$ cat config.mk
export PLATFORM = sky130hd
export DESIGN_NAME = tc_wave_chan
export DESIGN_NICKNAME = d
export VERILOG_FILES = /design/src/rtl/tc_wave_pkg.sv /design/src/rtl/tc_evt_sel.sv /design/src/rtl/tc_cnt_core.sv /design/src/rtl/tc_run_ctl.sv /design/src/rtl/tc_out_act.sv /design/src/rtl/tc_wave_chan.sv
export SDC_FILE = /design/constraint.sdc
export NUM_CORES = 1
export LEC_CHECK = 0
export BUFFER_PORTS_ARGS = -buffer_cell sky130_fd_sc_hd__buf_2
export CAP_MARGIN = 5
export CORE_UTILIZATION = 55
export CTS_BUF_LIST = sky130_fd_sc_hd__clkbuf_16
export CTS_CLUSTER_SIZE = 8
export DETAILED_ROUTE_END_ITERATION = 6
export MAX_ROUTING_LAYER = met4
export PLACE_DENSITY = 0.89
export SYNTH_ARGS = -nofsm -noshare
export SYNTH_HDL_FRONTEND = slang
export SYNTH_SLANG_ARGS = --single-unit
$ cat constraint.sdc
create_clock -name clk_i -period 7.6 [get_ports clk_i]
set_input_delay 0.38 -clock clk_i [delete_from_list [all_inputs] [get_ports clk_i]]
set_output_delay 0.38 -clock clk_i [all_outputs]
set_load 0.01 [all_outputs]
$ cat src/rtl/tc_wave_pkg.sv
package tc_wave_pkg;
  localparam int MODE_W   = 32;
  localparam int N_XC     = 3;
  localparam int N_SRC    = 4;  // per output: cmp, rc, ext, sw (rising priority)
  localparam int STOP_B   = 6;
  localparam int DISRC_B  = 7;
  localparam int EDGE_LSB = 8;
  localparam int SRC_LSB  = 10;
  localparam int ETRG_B   = 12;
  localparam int UPDN_B   = 13;
  localparam int RCTRG_B  = 14;
  localparam int WAVE_B   = 15;
  localparam int ACT_A_LSB = 16;
  localparam int ACT_B_LSB = 24;

  typedef enum logic [1:0] {
    ACT_NONE = 2'b00,
    ACT_SET  = 2'b01,
    ACT_CLR  = 2'b10,
    ACT_TGL  = 2'b11
  } act_e;

  typedef struct packed {
    logic                   wave;
    logic                   updown;
    logic                   rctrig;
    logic                   ext_trg;
    logic                   stop_rc;
    logic                   dis_rc;
    logic [1:0]             ev_src;
    logic [1:0]             ev_edge;
    logic [N_SRC-1:0][1:0]  act_a;
    logic [N_SRC-1:0][1:0]  act_b;
  } cfg_t;

  function automatic cfg_t decode_mode(input logic [MODE_W-1:0] m);
    cfg_t c;
    c.wave    = m[WAVE_B];
    c.updown  = m[UPDN_B];
    c.rctrig  = m[RCTRG_B];
    c.ext_trg = m[ETRG_B];
    c.stop_rc = m[STOP_B];
    c.dis_rc  = m[DISRC_B];
    c.ev_src  = m[SRC_LSB +: 2];
    c.ev_edge = m[EDGE_LSB +: 2];
    c.act_a   = m[ACT_A_LSB +: 2*N_SRC];
    c.act_b   = m[ACT_B_LSB +: 2*N_SRC];
    return c;
  endfunction
endpackage

$ cat src/rtl/tc_evt_sel.sv
module tc_evt_sel #(
  parameter int N_XC = 3,
  localparam int SRC_W = $clog2(N_XC + 1)
) (
  input  logic             clk_i,
  input  logic             rst_ni,
  input  logic             en_i,
  input  logic [SRC_W-1:0] src_i,
  input  logic [1:0]       edge_i,
  input  logic             tiob_i,
  input  logic [N_XC-1:0]  xc_i,
  output logic             ev_o
);
  logic [N_XC:0] lines;
  logic          sel, sel_q;

  assign lines = {xc_i, tiob_i};
  assign sel   = (int'(src_i) <= N_XC) ? lines[src_i] : 1'b0;

  always_ff @(posedge clk_i or negedge rst_ni) begin
    if (!rst_ni) sel_q <= 1'b0;
    else         sel_q <= sel;
  end

  assign ev_o = en_i & ((edge_i[0] & sel & ~sel_q) | (edge_i[1] & ~sel & sel_q));


  evt_needs_change_chk: assert property (@(posedge clk_i) disable iff (!rst_ni)
    ev_o |=> (sel_q != $past(sel_q)));
endmodule

$ cat src/rtl/tc_cnt_core.sv
module tc_cnt_core #(
  parameter int CNT_W = 16
) (
  input  logic             clk_i,
  input  logic             rst_ni,
  input  logic             tick_i,
  input  logic             trig_i,
  input  logic             updown_i,
  input  logic             rctrig_i,
  input  logic [CNT_W-1:0] rc_i,
  output logic [CNT_W-1:0] cnt_o,
  output logic             ovf_o
);
  localparam logic [CNT_W-1:0] MAXV = '1;
  localparam logic [CNT_W-1:0] ONE  = CNT_W'(1);

  logic [CNT_W-1:0] cnt_q, cnt_d, top;
  logic             dn_q, dn_d, ovf_d, ovf_q;

  always_comb begin
    top   = rctrig_i ? rc_i : MAXV;
    cnt_d = cnt_q;
    dn_d  = dn_q;
    ovf_d = 1'b0;
    if (trig_i) begin
      cnt_d = '0;
      dn_d  = 1'b0;
    end else if (tick_i) begin
      if (updown_i) begin
        if (!dn_q) begin
          if (cnt_q == top) begin
            dn_d  = 1'b1;
            cnt_d = (cnt_q == '0) ? '0 : cnt_q - ONE;
          end else begin
            cnt_d = cnt_q + ONE;
          end
        end else begin
          if (cnt_q == '0) begin
            dn_d  = 1'b0;
            cnt_d = (top == '0) ? '0 : ONE;
          end else begin
            cnt_d = cnt_q - ONE;
          end
        end
      end else begin
        dn_d = 1'b0;
        if (rctrig_i && cnt_q == rc_i) begin
          cnt_d = '0;
        end else begin
          cnt_d = cnt_q + ONE;
          ovf_d = (cnt_q == MAXV);
        end
      end
    end
  end

  always_ff @(posedge clk_i or negedge rst_ni) begin
    if (!rst_ni) begin
      cnt_q <= '0;
      dn_q  <= 1'b0;
      ovf_q <= 1'b0;
    end else begin
      cnt_q <= cnt_d;
      dn_q  <= dn_d;
      ovf_q <= ovf_d;
    end
  end

  assign cnt_o = cnt_q;
  assign ovf_o = ovf_q;


  cnt_hold_chk: assert property (@(posedge clk_i) disable iff (!rst_ni)
    (!tick_i && !trig_i) |=> $stable(cnt_o));

  trig_zero_chk: assert property (@(posedge clk_i) disable iff (!rst_ni)
    trig_i |=> (cnt_o == '0));

  ovf_at_zero_chk: assert property (@(posedge clk_i) disable iff (!rst_ni)
    ovf_o |-> (cnt_o == '0));

  updown_step_chk: assert property (@(posedge clk_i) disable iff (!rst_ni)
    (tick_i && updown_i && !trig_i) |=>
      (cnt_o == $past(cnt_o) + ONE || cnt_o == $past(cnt_o) - ONE ||
       (cnt_o == '0 && $past(cnt_o) == '0)));
endmodule

$ cat src/rtl/tc_run_ctl.sv
module tc_run_ctl (
  input  logic clk_i,
  input  logic rst_ni,
  input  logic en_cmd_i,
  input  logic dis_cmd_i,
  input  logic trig_i,
  input  logic rc_ev_i,
  input  logic stop_rc_i,
  input  logic dis_rc_i,
  output logic en_o,
  output logic run_o
);
  logic en_q, run_q;

  always_ff @(posedge clk_i or negedge rst_ni) begin
    if (!rst_ni) begin
      en_q  <= 1'b0;
      run_q <= 1'b1;
    end else begin
      if (dis_cmd_i)                 en_q <= 1'b0;
      else if (en_cmd_i)             en_q <= 1'b1;
      else if (rc_ev_i && dis_rc_i)  en_q <= 1'b0;

      if (trig_i)                    run_q <= 1'b1;
      else if (rc_ev_i && stop_rc_i) run_q <= 1'b0;
    end
  end

  assign en_o  = en_q;
  assign run_o = run_q;


  dis_wins_chk: assert property (@(posedge clk_i) disable iff (!rst_ni)
    dis_cmd_i |=> !en_o);

  trig_restart_chk: assert property (@(posedge clk_i) disable iff (!rst_ni)
    trig_i |=> run_o);
endmodule

$ cat src/rtl/tc_out_act.sv
module tc_out_act #(
  parameter int N_SRC = 4
) (
  input  logic                   clk_i,
  input  logic                   rst_ni,
  input  logic [N_SRC-1:0]       ev_i,
  input  logic [N_SRC-1:0][1:0]  act_i,
  output logic                   out_o
);
  import tc_wave_pkg::*;

  logic out_q, out_d, fire;

  // highest index with a live action wins
  always_comb begin
    out_d = out_q;
    fire  = 1'b0;
    for (int i = N_SRC - 1; i >= 0; i--) begin
      if (!fire && ev_i[i] && act_i[i] != ACT_NONE) begin
        fire = 1'b1;
        case (act_e'(act_i[i]))
          ACT_SET: out_d = 1'b1;
          ACT_CLR: out_d = 1'b0;
          ACT_TGL: out_d = ~out_q;
          default: out_d = out_q;
        endcase
      end
    end
  end

  always_ff @(posedge clk_i or negedge rst_ni) begin
    if (!rst_ni) out_q <= 1'b0;
    else         out_q <= out_d;
  end

  assign out_o = out_q;


  out_idle_chk: assert property (@(posedge clk_i) disable iff (!rst_ni)
    !fire |=> $stable(out_o));

  top_src_wins_chk: assert property (@(posedge clk_i) disable iff (!rst_ni)
    (ev_i[N_SRC-1] && act_i[N_SRC-1] == 2'b01) |=> out_o);
endmodule

$ cat src/rtl/tc_wave_chan.sv
module tc_wave_chan
  import tc_wave_pkg::*;
#(
  parameter int CNT_W = 16
) (
  input  logic              clk_i,
  input  logic              rst_ni,
  input  logic [MODE_W-1:0] mode_i,
  input  logic [CNT_W-1:0]  ra_i,
  input  logic [CNT_W-1:0]  rb_i,
  input  logic [CNT_W-1:0]  rc_i,
  input  logic              tick_i,
  input  logic              clk_en_cmd_i,
  input  logic              clk_dis_cmd_i,
  input  logic              sw_trig_i,
  input  logic              tiob_i,
  input  logic [N_XC-1:0]   xc_i,
  output logic [CNT_W-1:0]  count_o,
  output logic              ovf_o,
  output logic              run_o,
  output logic              tioa_o,
  output logic              tiob_o,
  output logic              tiob_oe_o
);
  cfg_t cfg;
  logic ext_ev, sw_ev, trig, cnt_tick;
  logic ra_ev, rb_ev, rc_ev, clk_en, clk_run;
  logic unused_mode;
  logic [1:0][N_SRC-1:0]      ev_all;
  logic [1:0][N_SRC-1:0][1:0] act_all;
  logic [1:0]                 out_all;

  assign cfg         = decode_mode(mode_i);
  assign unused_mode = ^mode_i[5:0];

  tc_evt_sel #(.N_XC(N_XC)) u_evt (
    .clk_i, .rst_ni,
    .en_i   (cfg.wave),
    .src_i  (cfg.ev_src),
    .edge_i (cfg.ev_edge),
    .tiob_i,
    .xc_i,
    .ev_o   (ext_ev)
  );

  assign sw_ev    = cfg.wave & sw_trig_i;
  assign trig     = sw_ev | (ext_ev & cfg.ext_trg);
  assign cnt_tick = tick_i & clk_en & clk_run & cfg.wave;
  assign ra_ev    = cnt_tick & (count_o == ra_i);
  assign rb_ev    = cnt_tick & (count_o == rb_i);
  assign rc_ev    = cnt_tick & (count_o == rc_i);

  tc_cnt_core #(.CNT_W(CNT_W)) u_cnt (
    .clk_i, .rst_ni,
    .tick_i   (cnt_tick),
    .trig_i   (trig),
    .updown_i (cfg.updown),
    .rctrig_i (cfg.rctrig),
    .rc_i,
    .cnt_o    (count_o),
    .ovf_o
  );

  tc_run_ctl u_run (
    .clk_i, .rst_ni,
    .en_cmd_i  (clk_en_cmd_i),
    .dis_cmd_i (clk_dis_cmd_i),
    .trig_i    (trig),
    .rc_ev_i   (rc_ev),
    .stop_rc_i (cfg.stop_rc),
    .dis_rc_i  (cfg.dis_rc),
    .en_o      (clk_en),
    .run_o     (clk_run)
  );

  assign ev_all[0]  = {sw_ev, ext_ev, rc_ev, ra_ev};
  assign ev_all[1]  = {sw_ev, ext_ev, rc_ev, rb_ev};
  assign act_all[0] = cfg.act_a;
  assign act_all[1] = cfg.act_b;

  for (genvar g = 0; g < 2; g++) begin : g_out
    tc_out_act #(.N_SRC(N_SRC)) u_act (
      .clk_i, .rst_ni,
      .ev_i  (ev_all[g]),
      .act_i (act_all[g]),
      .out_o (out_all[g])
    );
  end

  assign tioa_o    = out_all[0];
  assign tiob_o    = out_all[1];
  assign tiob_oe_o = cfg.wave & ~(cfg.ext_trg & (cfg.ev_src == 2'b00));
  assign run_o     = clk_en & clk_run;


  idle_mode_chk: assert property (@(posedge clk_i) disable iff (!rst_ni)
    !mode_i[WAVE_B] |=> ($stable(count_o) && $stable(tioa_o) && $stable(tiob_o)));
endmodule

# Word level (Yosys, flattened, before mapping)
# Index checks and enable logic that the tools add are counted.
dict set report classes {
  n_bitwise 23
  shifts 0
  mux 49
  reduce_logical 43
  n_div 0
  mul 0
  order_cmp 1
  eq_ne 35
  add_sub_neg 2
}
# op n
set ops {}
lappend ops {{$mux W16} 9}
lappend ops {{$eq A16 B16 Y1} 4}
lappend ops {{$eq A2 B2 Y1 const B} 16}
lappend ops {{$logic_not A16 Y1} 2}
lappend ops {{$mux W1} 31}
lappend ops {{$pmux W1 S3} 8}
lappend ops {{$reduce_bool A2 Y1} 10}
lappend ops {{$logic_and A1 B1 Y1} 17}
lappend ops {{$add A16 B1 Y16 const B} 1}
lappend ops {{$and A1 B1 Y1} 16}
lappend ops {{$eq A16 B16 Y1 const B} 1}
lappend ops {{$eq A2 B1 Y1 const B} 8}
lappend ops {{$sub A16 B1 Y16 const B} 1}
lappend ops {{$ne A6 B6 Y1 const B} 2}
lappend ops {{$reduce_bool A6 Y1} 2}
lappend ops {{$ne A5 B5 Y1 const B} 2}
lappend ops {{$reduce_and A5 Y1} 2}
lappend ops {{$ne A4 B4 Y1 const B} 2}
lappend ops {{$reduce_bool A4 Y1} 2}
lappend ops {{$logic_not A1 Y1} 6}
lappend ops {{$not A1 Y1} 5}
lappend ops {{$lt A2 B3 Y1 const B} 1}
lappend ops {{$reduce_bool A3 Y1} 1}
lappend ops {{$bmux W1 S2} 1}
lappend ops {{2 further kinds} 3}
dict set report totals {
  romBits 0
  ram_bits 0
  latch_bits 0
  wordCells 161
  memories 0
  register_bits 23
}

# Longest topological paths before layout
# Gate-level depths: netlist of run 1.
dict set report logic_depth {
  depth_word 19
  depth_mapped 11
  ltp_nobuf 9
}

# Hierarchy
# A second synthesis of run 1 with hierarchy kept.
dict set report hier_totals {
  cells_unflattened 428
  area_unflattened_um2 3308.2
}
# mod area_per_inst_um2 seq_area_each_um2 cells_each n_inst
set by_module_without_submodules {}
lappend by_module_without_submodules {tc_cnt_core 2220.9 450.4 295 1}
lappend by_module_without_submodules {tc_wave_chan 565.5 0.0 73 1}
lappend by_module_without_submodules {tc_out_act 180.2 25.0 24 2}
lappend by_module_without_submodules {tc_evt_sel 82.6 25.0 5 1}
lappend by_module_without_submodules {tc_run_ctl 78.8 51.3 7 1}

# Worst setup path before layout of run 1
# Ideal clock, no wire load.
dict set report synth_path {
  path_kind {flip-flop to flip-flop}
  start {reg u_cnt.cnt_q[8] (netlist: u_cnt.cnt_o[8])}
  end {reg u_cnt.cnt_q[14] (netlist: u_cnt.cnt_o[14])}
  path_buffers 1
  arrival_ps 2467
  slack_ps 5021
  period_less_slack_ps 2579
  path_stages_with_launch 9
  t_required_ps 7489
  cell_sequence {dfrtp_1 > buf_6 > or2_1 > or4_1 > or3_4 > or3_4 > o41ai_2 > a41oi_1 > a2111oi_2}
}
dict set report synth_between {
  elab_chain_cells 7
  word_cells_on_any_way 14
  classes_between {add/sub (2); eq/ne (2); mux (8); reduce/logical (2)}
}
# item line_no
set synth_rtl {}
lappend synth_rtl {{start, declared} tc_cnt_core.sv:17} ;# logic [CNT_W-1:0] cnt_q, cnt_d, top;
lappend synth_rtl {{start signal, assigned} tc_cnt_core.sv:63} ;# cnt_q <= cnt_d;
lappend synth_rtl {{$sub A16 B1 Y16 or $logic_not A16 Y1 (tied branches)} {tc_cnt_core.sv:33, tc_cnt_core.sv:42, tc_cnt_core.sv:38}}
lappend synth_rtl {{$mux W16} tc_cnt_core.sv:33} ;# cnt_d = (cnt_q == '0) ? '0 : cnt_q - ONE;
lappend synth_rtl {{$mux W16} tc_cnt_core.sv:31} ;# if (cnt_q == top) begin
lappend synth_rtl {{$mux W16} tc_cnt_core.sv:30} ;# if (!dn_q) begin
lappend synth_rtl {{$mux W16 (*)} tc_cnt_core.sv:29} ;# if (updown_i) begin
lappend synth_rtl {{$mux W16 (*)} tc_cnt_core.sv:28} ;# end else if (tick_i) begin
lappend synth_rtl {{$mux W16 (*)} tc_cnt_core.sv:25} ;# if (trig_i) begin
# Every way passes the cells marked *; elsewhere a longest branch is shown, timed or not. The select of a mux whose other input is x is not followed.
# A chain may end at the register's enable or synchronous reset.

# Worst setup path after layout of run 1
dict set report layout_path {
  start {reg u_cnt.cnt_q[12] (netlist: u_cnt.cnt_o[12])}
  end {reg u_cnt.cnt_q[5] (netlist: u_cnt.cnt_o[5])}
}
dict set report layout_between {
  elab_chain_cells 7
  word_cells_on_any_way 12
  classes_between {eq/ne (2); mux (8); reduce/logical (2)}
}
# item line_no
set layout_rtl {}
lappend layout_rtl {{$logic_not A16 Y1} {tc_cnt_core.sv:33, tc_cnt_core.sv:38}}
lappend layout_rtl {{$mux W16} tc_cnt_core.sv:33}
lappend layout_rtl {{$mux W16} tc_cnt_core.sv:31}
lappend layout_rtl {{$mux W16} tc_cnt_core.sv:30}
lappend layout_rtl {{$mux W16 (*)} tc_cnt_core.sv:29}
lappend layout_rtl {{$mux W16 (*)} tc_cnt_core.sv:28}
lappend layout_rtl {{$mux W16 (*)} tc_cnt_core.sv:25}
# Marked as above.

==> results.ini, run 1 <==
[status]
status = finished, final reports clean

[cts]
cts_buffers = 3
h-tree-depth = 1
clkTransAtPathRegs_ns = 0.07
insertion_delay_ns = 0.26
cts_tree = yes
clk_path_buf_depth = 2
root_buffer = clkbuf_16
clock-sinks = 23
cts_hold_buffers = 0
cts_setup_buffers = 0
cts_resized = 0

[timing]
worst_slew_pin_slew_ns = 0.9115
slew_headroom_pct = 39.11
hold_violations = 0
fmax_mhz = 290.0
setup_ws_ns = 4.152
slew_viol_final = 0
worst_hold_slack_ns = 0.1119
finalCritPeriodShare_pct = 45.37
period_needed_ns = 3.448
setup_violations = 0
skew_ns = 0.003961
fin_tns_setup_ns = 0
rsz0062_at_grt = false

[critical_path]
worstPathRequired_ns = 7.78
path_cells = nor2b_1, a2111o_1, nor4_2, a211oi_2, nor3_1, buf_4, nor2b_1, a221oi_1, a22oi_1
cp_max_fo = 14
arrival_ns = 3.63
critPathLaunchType = flop
worstSetupPathType = reg2reg
crit_top_cell = nor2b_1
crit_path_top_delay_cell = nor2b_1
max_stage_delay_ns = 0.74
endpoint_kind = flop

[yosys]
synth_area_per_cell_sq_um = 7.637
ys_types = 68
synthesis.area_sq_um = 2948
synth_ff_type = dfrtp_1
syn_nets = 491
synth_seq_cells = 23
synth_seq_area_share_pct = 19.57
synthCells = 386
synth_async_sr_flop_share_pct = 100.0
ys_warn_count = 0
synth_edf_count = 0

[global_routing]
grt_max_degree = 24
antenna_found_initial = 0
grt_pass1_wl_microns = 14480
grt_overflow = 0
grt_usage_pct = 35.23
grt_pass1_vias = 3121

[detailed_routing]
drt-total-wl_microns = 9546
remaining_drc_errors = 0
dr.pass1.iters = 7
post_drt_wl_per_cell_microns = 17.68
drtIter0Drc = 231
vias_per_cell = 6.435
antenna_left = 0
vias = 3475

[die]
rows = 26
die_x_microns = 75.21
start_util_pct = 57.35
die_y_microns = 75.21
die_area_sq_um = 5657
pin_count = 111
core-area_sq_um = 5140

[place]
gp_congestion = 1.006
pre_cts_slack_ns = 4.320
port_buffers = 104
postPlaceCellArea_sq_um = 3455
dpl.hpwl_microns = 7083

[pwr]
p_per_area_nw_per_um2 = 105.4
power.total_mw = 0.3727
power.leakage_nw = 1.687
peakVddDrop_mv = 0.08704

[finish]
design_area_sq_um = 3535
fillCellCount = 442
drive_gt1_share_pct = 27.87
finalNetCount = 576
syn_to_final_growth_pct = 19.91
n_antenna_cell = 0

[flow_run]
maxCapViolations = 0

[min_path]
hold_path_class = in2async

## layout by cell type, fill, tap and decap left out, types with 2 or more instances in the layout
master,instances
or3_4,2
xor2_1,24
a211oi_1,2
xnor2_1,13
a21oi_1,21
or4_1,3
nand3b_1,2
nand2b_1,7
a21o_1,3
nor3b_1,3
or3_1,3
clkbuf_16,3
nor2_1,23
a32oi_1,3
o211ai_1,2
nor4_1,16
mux2i_1,7
mux2_2,3
inv_1,27
nor3_1,14
and3_1,7
buf_4,3
inv_2,4
a2111oi_0,2
dfrtp_1,22
and2_1,4
nor2b_1,12
a221o_1,2
o22ai_1,4
ha_1,15
a221oi_1,13
o2111ai_1,2
o21ai_0,13
a31oi_1,2
nand4_1,9
buf_2,104
a311oi_1,2
o31ai_1,2
nand2_1,27
nand3_1,13
## flip-flops by register name, summed over array words and instances (netlist names)
name,count
u_cnt.cnt_o,16
u_run.run_o,1
u_cnt.dn_q,1
g_out.u_act.out_o,2
u_run.en_o,1
u_cnt.ovf_o,1
u_evt.sel_q,1
## power breakdown
group / switching [mW] / internal (mW) / total, mW / leakage (nW)
logic: 0.0632 / 0.0523 / 0.115 / 1.34
registers: 0.00912 / 0.127 / 0.136 / 0.308
clock network: 0.0504 / 0.0711 / 0.122 / 0.0409
total: 0.123 / 0.250 / 0.373 / 1.69
## Yosys cell counts (all sizes together), types with 3 or more instances
| master | instances | area (sq um) |
|---|---|---|
| mux2 | 3 | 33.78 |
| xnor2 | 13 | 113.9 |
| mux2i | 7 | 70.07 |
| dfrtp | 22 | 550.5 |
| o21ai | 14 | 70.06 |
| a21o | 3 | 22.52 |
| a211oi | 3 | 27.52 |
| nor3 | 15 | 80.08 |
| nand3 | 13 | 65.06 |
| a32oi | 3 | 26.28 |
| or4 | 3 | 22.52 |
| clkbuf | 13 | 48.80 |
| nand2 | 27 | 101.4 |
| o22ai | 4 | 25.02 |
| a2111oi | 3 | 32.53 |
| nor2 | 24 | 92.59 |
| buf | 14 | 75.07 |
| nor3b | 3 | 22.52 |
| ha | 15 | 187.7 |
| and2 | 4 | 25.02 |
| nor2b | 12 | 75.07 |
| nand2b | 7 | 43.79 |
| nand4 | 9 | 56.30 |
| a21oi | 21 | 105.1 |
| a221oi | 13 | 113.9 |
| and3 | 7 | 43.79 |
| xor2 | 24 | 210.2 |
| nor4 | 18 | 133.9 |
| or3 | 5 | 41.29 |
| inv | 31 | 116.4 |
## logic make-up (layout without fill, tap and decap cells)
kind of cell | count (synthesis) | after routing | synth area share, %
AO/OA/AOI/OAI | 89 | 89 | 21.86
flip-flops | 23 | 23 | 19.57
multiplexers | 11 | 11 | 4.287
buffers and inverters | 58 | 142 | 8.149
XOR/XNOR | 37 | 37 | 10.99
adder cells (fa/ha/maj) | 15 | 15 | 6.367
AND/OR/NAND/NOR | 153 | 153 | 28.78
## critical path: cells and delay by family (launching register included)
kind	cells	cell delay, ns
AND/OR/NAND/NOR	4	1.51
flip-flops	1	0.60
buffers and inverters	1	0.21
AO/OA/AOI/OAI	4	1.03
## final timing paths
kind / startpoint / to / slack [ns] / cells past startpoint
worst min-delay path: rst_ni / u_cnt.cnt_o[2] / 0.11 / 1
worst max register to register: u_cnt.cnt_o[12] / u_cnt.cnt_o[5] / 4.15 / 9
worst max-delay path: u_cnt.cnt_o[12] / u_cnt.cnt_o[5] / 4.15 / 9
min in group clk_i: clk_dis_cmd_i / u_run.en_o / 0.26 / 2
worst min register to register: u_run.en_o / u_run.en_o / 0.51 / 2
max in group asynchronous: rst_ni / u_cnt.cnt_o[9] / 7.10 / 1
## through the flow
step | utilization (%) | instances
finish | 68.77 | 540
global route | 68.77 | 540
CTS | 68.77 | 540
detailed placement | 67.21 | 536
global placement | 67.21 | 536
floorplan | - | 386
## layer usage
| metal | wire (microns) | vias up | global-route usage (%) | share of wire, % |
|---|---|---|---|---|
| li1 | - | 1587 | - | - |
| met1 | 3658 | 1625 | 42.92 | 38 |
| met2 | 4515 | 223 | 57.36 | 47 |
| met3 | 1077 | 40 | 6.827 | 11 |
| met4 | 294 | 0 | 14.40 | 3.1 |
| met5 | 0 | - | - | 0 |
## cell type report
| type | instances | area (sq um) | area share (%) |
|---|---|---|---|
| Multi-Input combinational cell | 305 | 2131 | 60.28 |
| Inverter | 31 | 116.4 | 3.292 |
| Sequential cell | 23 | 576.8 | 16.32 |
| Clock inverter | 1 | 5.005 | 0.1416 |
| Timing Repair Buffer | 107 | 543.0 | 15.36 |
| Clock buffer | 3 | 75.07 | 2.124 |
| Tap cell | 70 | 87.58 | 2.478 |
(Power assumes the default switching activity.)
==> run 2: changes to the inputs <==
Settings changed: CORE_UTILIZATION 55 to 51, PLACE_DENSITY 0.89 to 0.84.
Clock period 7.6 ns to 3.4 ns, I/O delays scaled along.
==> run 2 against run 1 <==
  * Sequential cell count unchanged
  * Largest power group unchanged
  * Final area increased by 4.4%
  * Non-clock buffer count is 20 higher
  * Routed wire length is 7.5% higher
  * Critical endpoint is now u_cnt.cnt_o[9]
  * Final cell count grew 4.1%
  * Combinational power up 140%
  * Clock power rose by 120%
  * Register-to-register slack got worse by 3.8 ns
  * Fmax rose by 14%
  * Clock skew fell by 0.00055 ns
==> results.ini, run 2 (same netlist as run 1, synthesis figures left out) <==
[status]
status = finished, final reports clean

[finish]
finalNetCount = 596  ; +3.5%
drive_gt1_share_pct = 30.61  ; +2.7 points
final_common_cell = buf_2
largest_register_ffs = 16  ; unchanged
layout.cells.non_filler = 562  ; +4.1%
layout_common_cells = buf_2, inv_1, nand2_1
final_util_pct = 66.60  ; -2.2 points
n_antenna_cell = 0  ; unchanged
fillCellCount = 487  ; +10%
syn_to_final_growth_pct = 25.17

[critical_path]
crit_path_top_delay_cell = dfrtp_1
path_cells = xnor2_1, nand4_1, nor4_2, a211oi_2, nor3b_1, buf_4, nor2_2, a221oi_1, nor4_1
max_stage_delay_ns = 0.71  ; -0.03 ns
worstPathRequired_ns = 3.51  ; -4.27 ns
endpoint_kind = flop
cp.depth = 9  ; unchanged
setup.worst_path.start = u_cnt.cnt_o[5]
cp_max_fo = 10  ; -4
timing.critical_path.buf_inv = 1  ; unchanged
reg2reg_slack_ns = 0.39  ; -3.77 ns
timing.rr.start = u_cnt.cnt_o[5]
worst_r2r_path_depth = 9  ; unchanged
arrival_ns = 3.12  ; -0.51 ns
worstSetupPathType = reg2reg
path_delay_family = simple AND/OR/NAND/NOR gates
critPathLaunchType = flop

[global_routing]
grt_pass1_vias = 3216  ; +3.0%
grt_overflow = 0  ; unchanged
grt_usage_pct = 34.43  ; -0.80 points
antenna_found_initial = 0  ; unchanged
grt_max_degree = 24  ; unchanged
grt_pass1_wl_microns = 15790  ; +9.1%

[timing]
skew_ns = 0.003408  ; -0.0005530 ns
fin_tns_setup_ns = 0  ; unchanged
finalCritPeriodShare_pct = 88.65  ; +43 points
period_needed_ns = 3.014  ; -0.4340 ns
rsz0062_at_grt = false
worst_slew_pin_slew_ns = 0.8179  ; -0.09356 ns
setup_ws_ns = 0.3858  ; -3.766 ns
slew_headroom_pct = 45.27  ; +6.2 points
slew_viol_final = 0  ; unchanged
hold_violations = 0  ; unchanged
fmax_mhz = 331.8  ; +14%
setup_violations = 0  ; unchanged

[place]
port_buffers = 104  ; unchanged
gp_congestion = 1.024  ; +1.8%
dpl.hpwl_microns = 7955  ; +12%
pre_cts_slack_ns = 0.4846  ; -3.835 ns
dp_cells = 557  ; +3.9%

[die]
die_y_microns = 78.03  ; +3.7%
die_area_sq_um = 6088  ; +7.6%
die_x_microns = 78.03  ; +3.7%
rows = 27  ; +3.8%
start_util_pct = 53.21  ; -4.1 points
pin_count = 111  ; unchanged
core-area_sq_um = 5540  ; +7.8%

[pwr]
peakVddDrop_mv = 0.2013  ; +130%
seqPwrFrac_pct = 35.5  ; -0.9 points
power.leakage_nw = 1.789  ; +6.1%
p_per_area_nw_per_um2 = 228.2  ; +120%
power_switching_mw = 0.2795  ; +130%
power.total_mw = 0.8421  ; +130%
p_comb_share_pct = 32.2  ; +1.2 points
power.internal_mw = 0.5626  ; +130%
netSwitchingFraction_pct = 33.19  ; +0.26 points
p_clk_share_pct = 32.3  ; -0.3 points

[cts]
cts_resized = 0  ; unchanged
h-tree-depth = 1  ; unchanged
clk_path_buf_depth = 2  ; unchanged
clkTransAtPathRegs_ns = 0.07  ; about the same
clock-sinks = 23  ; unchanged
cts_buffers = 3  ; unchanged
root_buffer = clkbuf_16
cts_tree = yes
insertion_delay_ns = 0.26  ; about the same

[detailed_routing]
vias = 3502  ; +0.78%
remaining_drc_errors = 0  ; unchanged
drt-total-wl_microns = 10270  ; +7.5%
dr.pass1.iters = 5  ; -2
post_drt_wl_per_cell_microns = 18.27  ; +3.3%
drtIter0Drc = 288  ; +25%
antenna_left = 0  ; unchanged
vias_per_cell = 6.231  ; -3.2%

[min_path]
hold_path_depth = 2
hold_path_class = in2reg
min-delay-start = clk_dis_cmd_i

[flow_run]
maxCapViolations = 0  ; unchanged

-- run 2: final timing paths --
| path | end |
|---|---|
| hold / removal | u_run.en_o |
| setup reg to reg | u_cnt.cnt_o[9] |
| max in group asynchronous | u_run.run_o |
| min in group asynchronous | u_cnt.ovf_o |
| hold reg to reg | u_run.en_o |
| setup / recovery | u_cnt.cnt_o[9] |
-- run 2: through the flow --
| stage | hold slack (ns) | area, sq um |
|---|---|---|
| global placement | 0.1923 | 3600 |
| global route | 0.03796 | 3690 |
| CTS | 0.04489 | 3690 |
| finish | 0.04308 | 3690 |
| detailed placement | 0.1927 | 3600 |
| floorplan | -0.1256 | 2948 |
-- run 2: power by group through the flow --
stage	logic (mW)	registers [mW]	clock network, mW
global route	0.298	0.300	0.289
finish	0.271	0.299	0.272
global placement	0.258	0.303	0
CTS	0.269	0.298	0.275
detailed placement	0.266	0.304	0
floorplan	0.150	0.302	0
-- run 2: cell type report --
cell class | instances | area, sq um | area share (%)
flip-flops and latches | 23 | 576.8 | 15.63
clock inverters | 1 | 5.005 | 0.1356
repair buffers | 127 | 695.7 | 18.85
multi-input cells | 305 | 2131 | 57.75
clock buffers | 3 | 75.07 | 2.035
well taps | 72 | 90.09 | 2.442
inverters | 31 | 116.4 | 3.154
-- run 2: routing by layer --
layer	GRT usage, %	part of all wire (%)
met3	3.953	7.5
met5	-	0
met2	54.60	46
met1	44.98	44
met4	13.70	3.2
-- run 2: timing repair --
item	in CTS	in global routing
hold buffers	1	0
hold endpoints to repair	22	0
setup buffers	0	0
==> run 3: changes to the inputs <==
Settings changed: BUFFER_PORTS_ARGS -buffer_cell sky130_fd_sc_hd__buf_2 to -buffer_cell sky130_fd_sc_hd__buf_4, GPL_TIMING_DRIVEN set to 0.
Clock period 3.4 ns to 2.8 ns, I/O delays scaled along.
==> run 3 against run 2 <==
  * Die area is the same
  * Worst hold slack lost 0.012 ns
  * Routed wire length grew 5.7%
  * Combinational power grew 40%
  * Final area grew 11%
  * Core utilization grew 7.3 points
  * First-iteration DRC count grew 9.7%
  * Sequential share of layout area shrank 1.5 points
  * Non-clock buffer count grew 11
  * Clock skew is essentially flat
  * Critical endpoint is now u_cnt.cnt_o[13]
  * Largest power group is now combinational cells
  * Highest routed layer unchanged
==> results.ini, run 3 (same netlist as run 1, synthesis figures left out) <==
[status]
status = finished, final reports clean

[min_path]
hold_path_class = in2reg
min-delay-start = clk_dis_cmd_i
hold_path_end = u_run.en_o
hold_path_depth = 2  ; unchanged

[detailed_routing]
vias_per_cell = 6.318  ; +1.4%
post_drt_wl_per_cell_microns = 18.94  ; +3.7%
drtIter0Drc = 316  ; +9.7%
remaining_drc_errors = 0  ; unchanged
antenna_left = 0  ; unchanged
vias = 3620  ; +3.4%
dr.pass1.iters = 5  ; unchanged
drt-total-wl_microns = 10850  ; +5.7%

[timing]
finalCritPeriodShare_pct = 99.62  ; +11 points
hold_violations = 0  ; unchanged
slew_headroom_pct = 39.39  ; -5.9 points
skew_ns = 0.003278  ; -0.0001300 ns
period_needed_ns = 2.789  ; -0.2248 ns
worst_hold_slack_ns = 0.03080  ; -0.01229 ns
fmax_mhz = 358.5  ; +8.1%
setup_violations = 0  ; unchanged
worst_slew_pin_slew_ns = 0.9058  ; +0.08788 ns
slew_viol_final = 0  ; unchanged

[place]
dpl.hpwl_microns = 8111  ; +2.0%
dp_cells = 560  ; +0.54%
port_buffers = 102  ; -1.9%
gp_congestion = 0.9992  ; -2.4%
postPlaceCellArea_sq_um = 3804  ; +5.7%

[pwr]
power.leakage_nw = 1.907  ; +6.6%
peakVddDrop_mv = 0.2545  ; +26%
p_per_area_nw_per_um2 = 259.1  ; +14%

[finish]
layout_common_cells = buf_4, inv_1, nand2_1
drive_gt1_share_pct = 33.53  ; +2.9 points
syn_to_final_growth_pct = 38.92
design_area_sq_um = 4095  ; +11%
fillCellCount = 470  ; -3.5%
final_common_cell = buf_4
largest_register_ffs = 16  ; unchanged
layout.cells.non_filler = 573  ; +2.0%
finalNetCount = 607  ; +1.8%
n_antenna_cell = 0  ; unchanged
final_util_pct = 73.92  ; +7.3 points

[critical_path]
worstSetupPathType = reg2reg
reg2reg_slack_ns = 0.01  ; -0.38 ns
timing.rr.start = u_cnt.cnt_o[11]
cp_max_fo = 10  ; unchanged
worstPathRequired_ns = 2.95  ; -0.56 ns
arrival_ns = 2.94  ; -0.18 ns
critPathLaunchType = flop
timing.rr.end = u_cnt.cnt_o[13]
endpoint_kind = flop
worst_r2r_path_depth = 10  ; +1

[cts]
clock-sinks = 23  ; unchanged
h-tree-depth = 1  ; unchanged
root_buffer = clkbuf_16
cts_buffers = 3  ; unchanged
clkTransAtPathRegs_ns = 0.06  ; about the same
insertion_delay_ns = 0.26  ; about the same
cts_tree = yes
clk_path_buf_depth = 2  ; unchanged

[die]
start_util_pct = 53.21  ; unchanged
die_y_microns = 78.03  ; unchanged
pin_count = 111  ; unchanged
die_area_sq_um = 6088  ; unchanged
rows = 27  ; unchanged
core-area_sq_um = 5540  ; unchanged
die_x_microns = 78.03  ; unchanged

[flow_run]
maxCapViolations = 0  ; unchanged

[global_routing]
grt_max_degree = 24  ; unchanged
antenna_found_initial = 0  ; unchanged
grt_overflow = 0  ; unchanged
grt_pass1_wl_microns = 17010  ; +7.7%
grt_pass1_vias = 3507  ; +9.0%
grt_usage_pct = 36.71  ; +2.3 points

==> run 3: cell types whose count changed in the layout (fill, tap and decap cells not counted), sizes merged <==
cell	before	now
buf	126	122
clkbuf	3	18
inv	31	32
clkinv	1	0
==> run 3: cell type report <==
| type | count | area (sq um) | share of cell area, % |
|---|---|---|---|
| Clock buffer | 3 | 75.07 | 1.833 |
| Timing Repair Buffer | 111 | 835.8 | 20.41 |
| Clock inverter | 1 | 3.754 | 0.09166 |
| Tap cell | 72 | 90.09 | 2.200 |
| Sequential cell | 23 | 578.1 | 14.12 |
| Buffer | 27 | 153.9 | 3.758 |
| Multi-Input combinational cell | 305 | 2242 | 54.75 |
| Inverter | 31 | 116.4 | 2.841 |
==> run 3: repair_timing <==
action | in CTS | in global routing
buffers inserted | 3 | 5
hold endpoints to repair | 22 | 0
pin swaps | 5 | 5
hold buffers | 1 | 0
endpoints found under the setup margin | 13 | 14
resized for setup | 14 | 32
==> run 3: worst max-delay path by stage <==
stage,slack (ns),to,cells after the start,from
after floorplan,0.22,u_cnt.cnt_o[14],8,u_cnt.cnt_o[8]
after global placement,-0.30,u_cnt.cnt_o[8],11,u_cnt.cnt_o[0]
after detailed placement,-0.30,u_cnt.cnt_o[12],11,u_cnt.cnt_o[0]
after CTS,-0.03,u_cnt.cnt_o[7],9,u_cnt.cnt_o[12]
after global routing,-0.06,u_cnt.cnt_o[7],11,u_cnt.cnt_o[5]
final,0.01,u_cnt.cnt_o[13],10,u_cnt.cnt_o[11]
==> run 3: layer usage <==
metal  routed length (microns)  GRT usage (%)  vias up
li1                          -              -     1648
met1                      4388          47.54     1702
met2                      5112          58.14      234
met3                      1026          4.767       36
met4                       322          15.00        0
met5                         0              -        -
==> run 3: stage by stage <==
stage               worst slack (ns)  setup TNS (ns)  total power [mW]
floorplan                     0.2215               0            0.5479
CTS                         -0.02720        -0.03573             1.054
global placement             -0.3026          -2.269            0.7164
detailed placement           -0.3026          -2.147            0.7266
global route                -0.05816         -0.3276             1.115
finish                       0.01058               0             1.061
==> run 3: power breakdown <==
group | switching (mW) | total (mW) | internal [mW] | leakage [nW]
combinational | 0.192 | 0.380 | 0.188 | 1.56
clock | 0.129 | 0.320 | 0.191 | 0.0423
sequential | 0.0167 | 0.361 | 0.344 | 0.307
total | 0.338 | 1.06 | 0.724 | 1.91
==> run 3: worst max-delay path, cell delays in order, from the launching register on <==
cell      delay, ns
dfrtp_1        0.46
nor2b_1        0.17
a2111o_1       0.38
nor4_4         0.22
buf_4          0.19
a211oi_4       0.09
nor3_1         0.34
clkbuf_4       0.28
nor2b_1        0.16
o21ai_0        0.11
a21oi_1        0.28
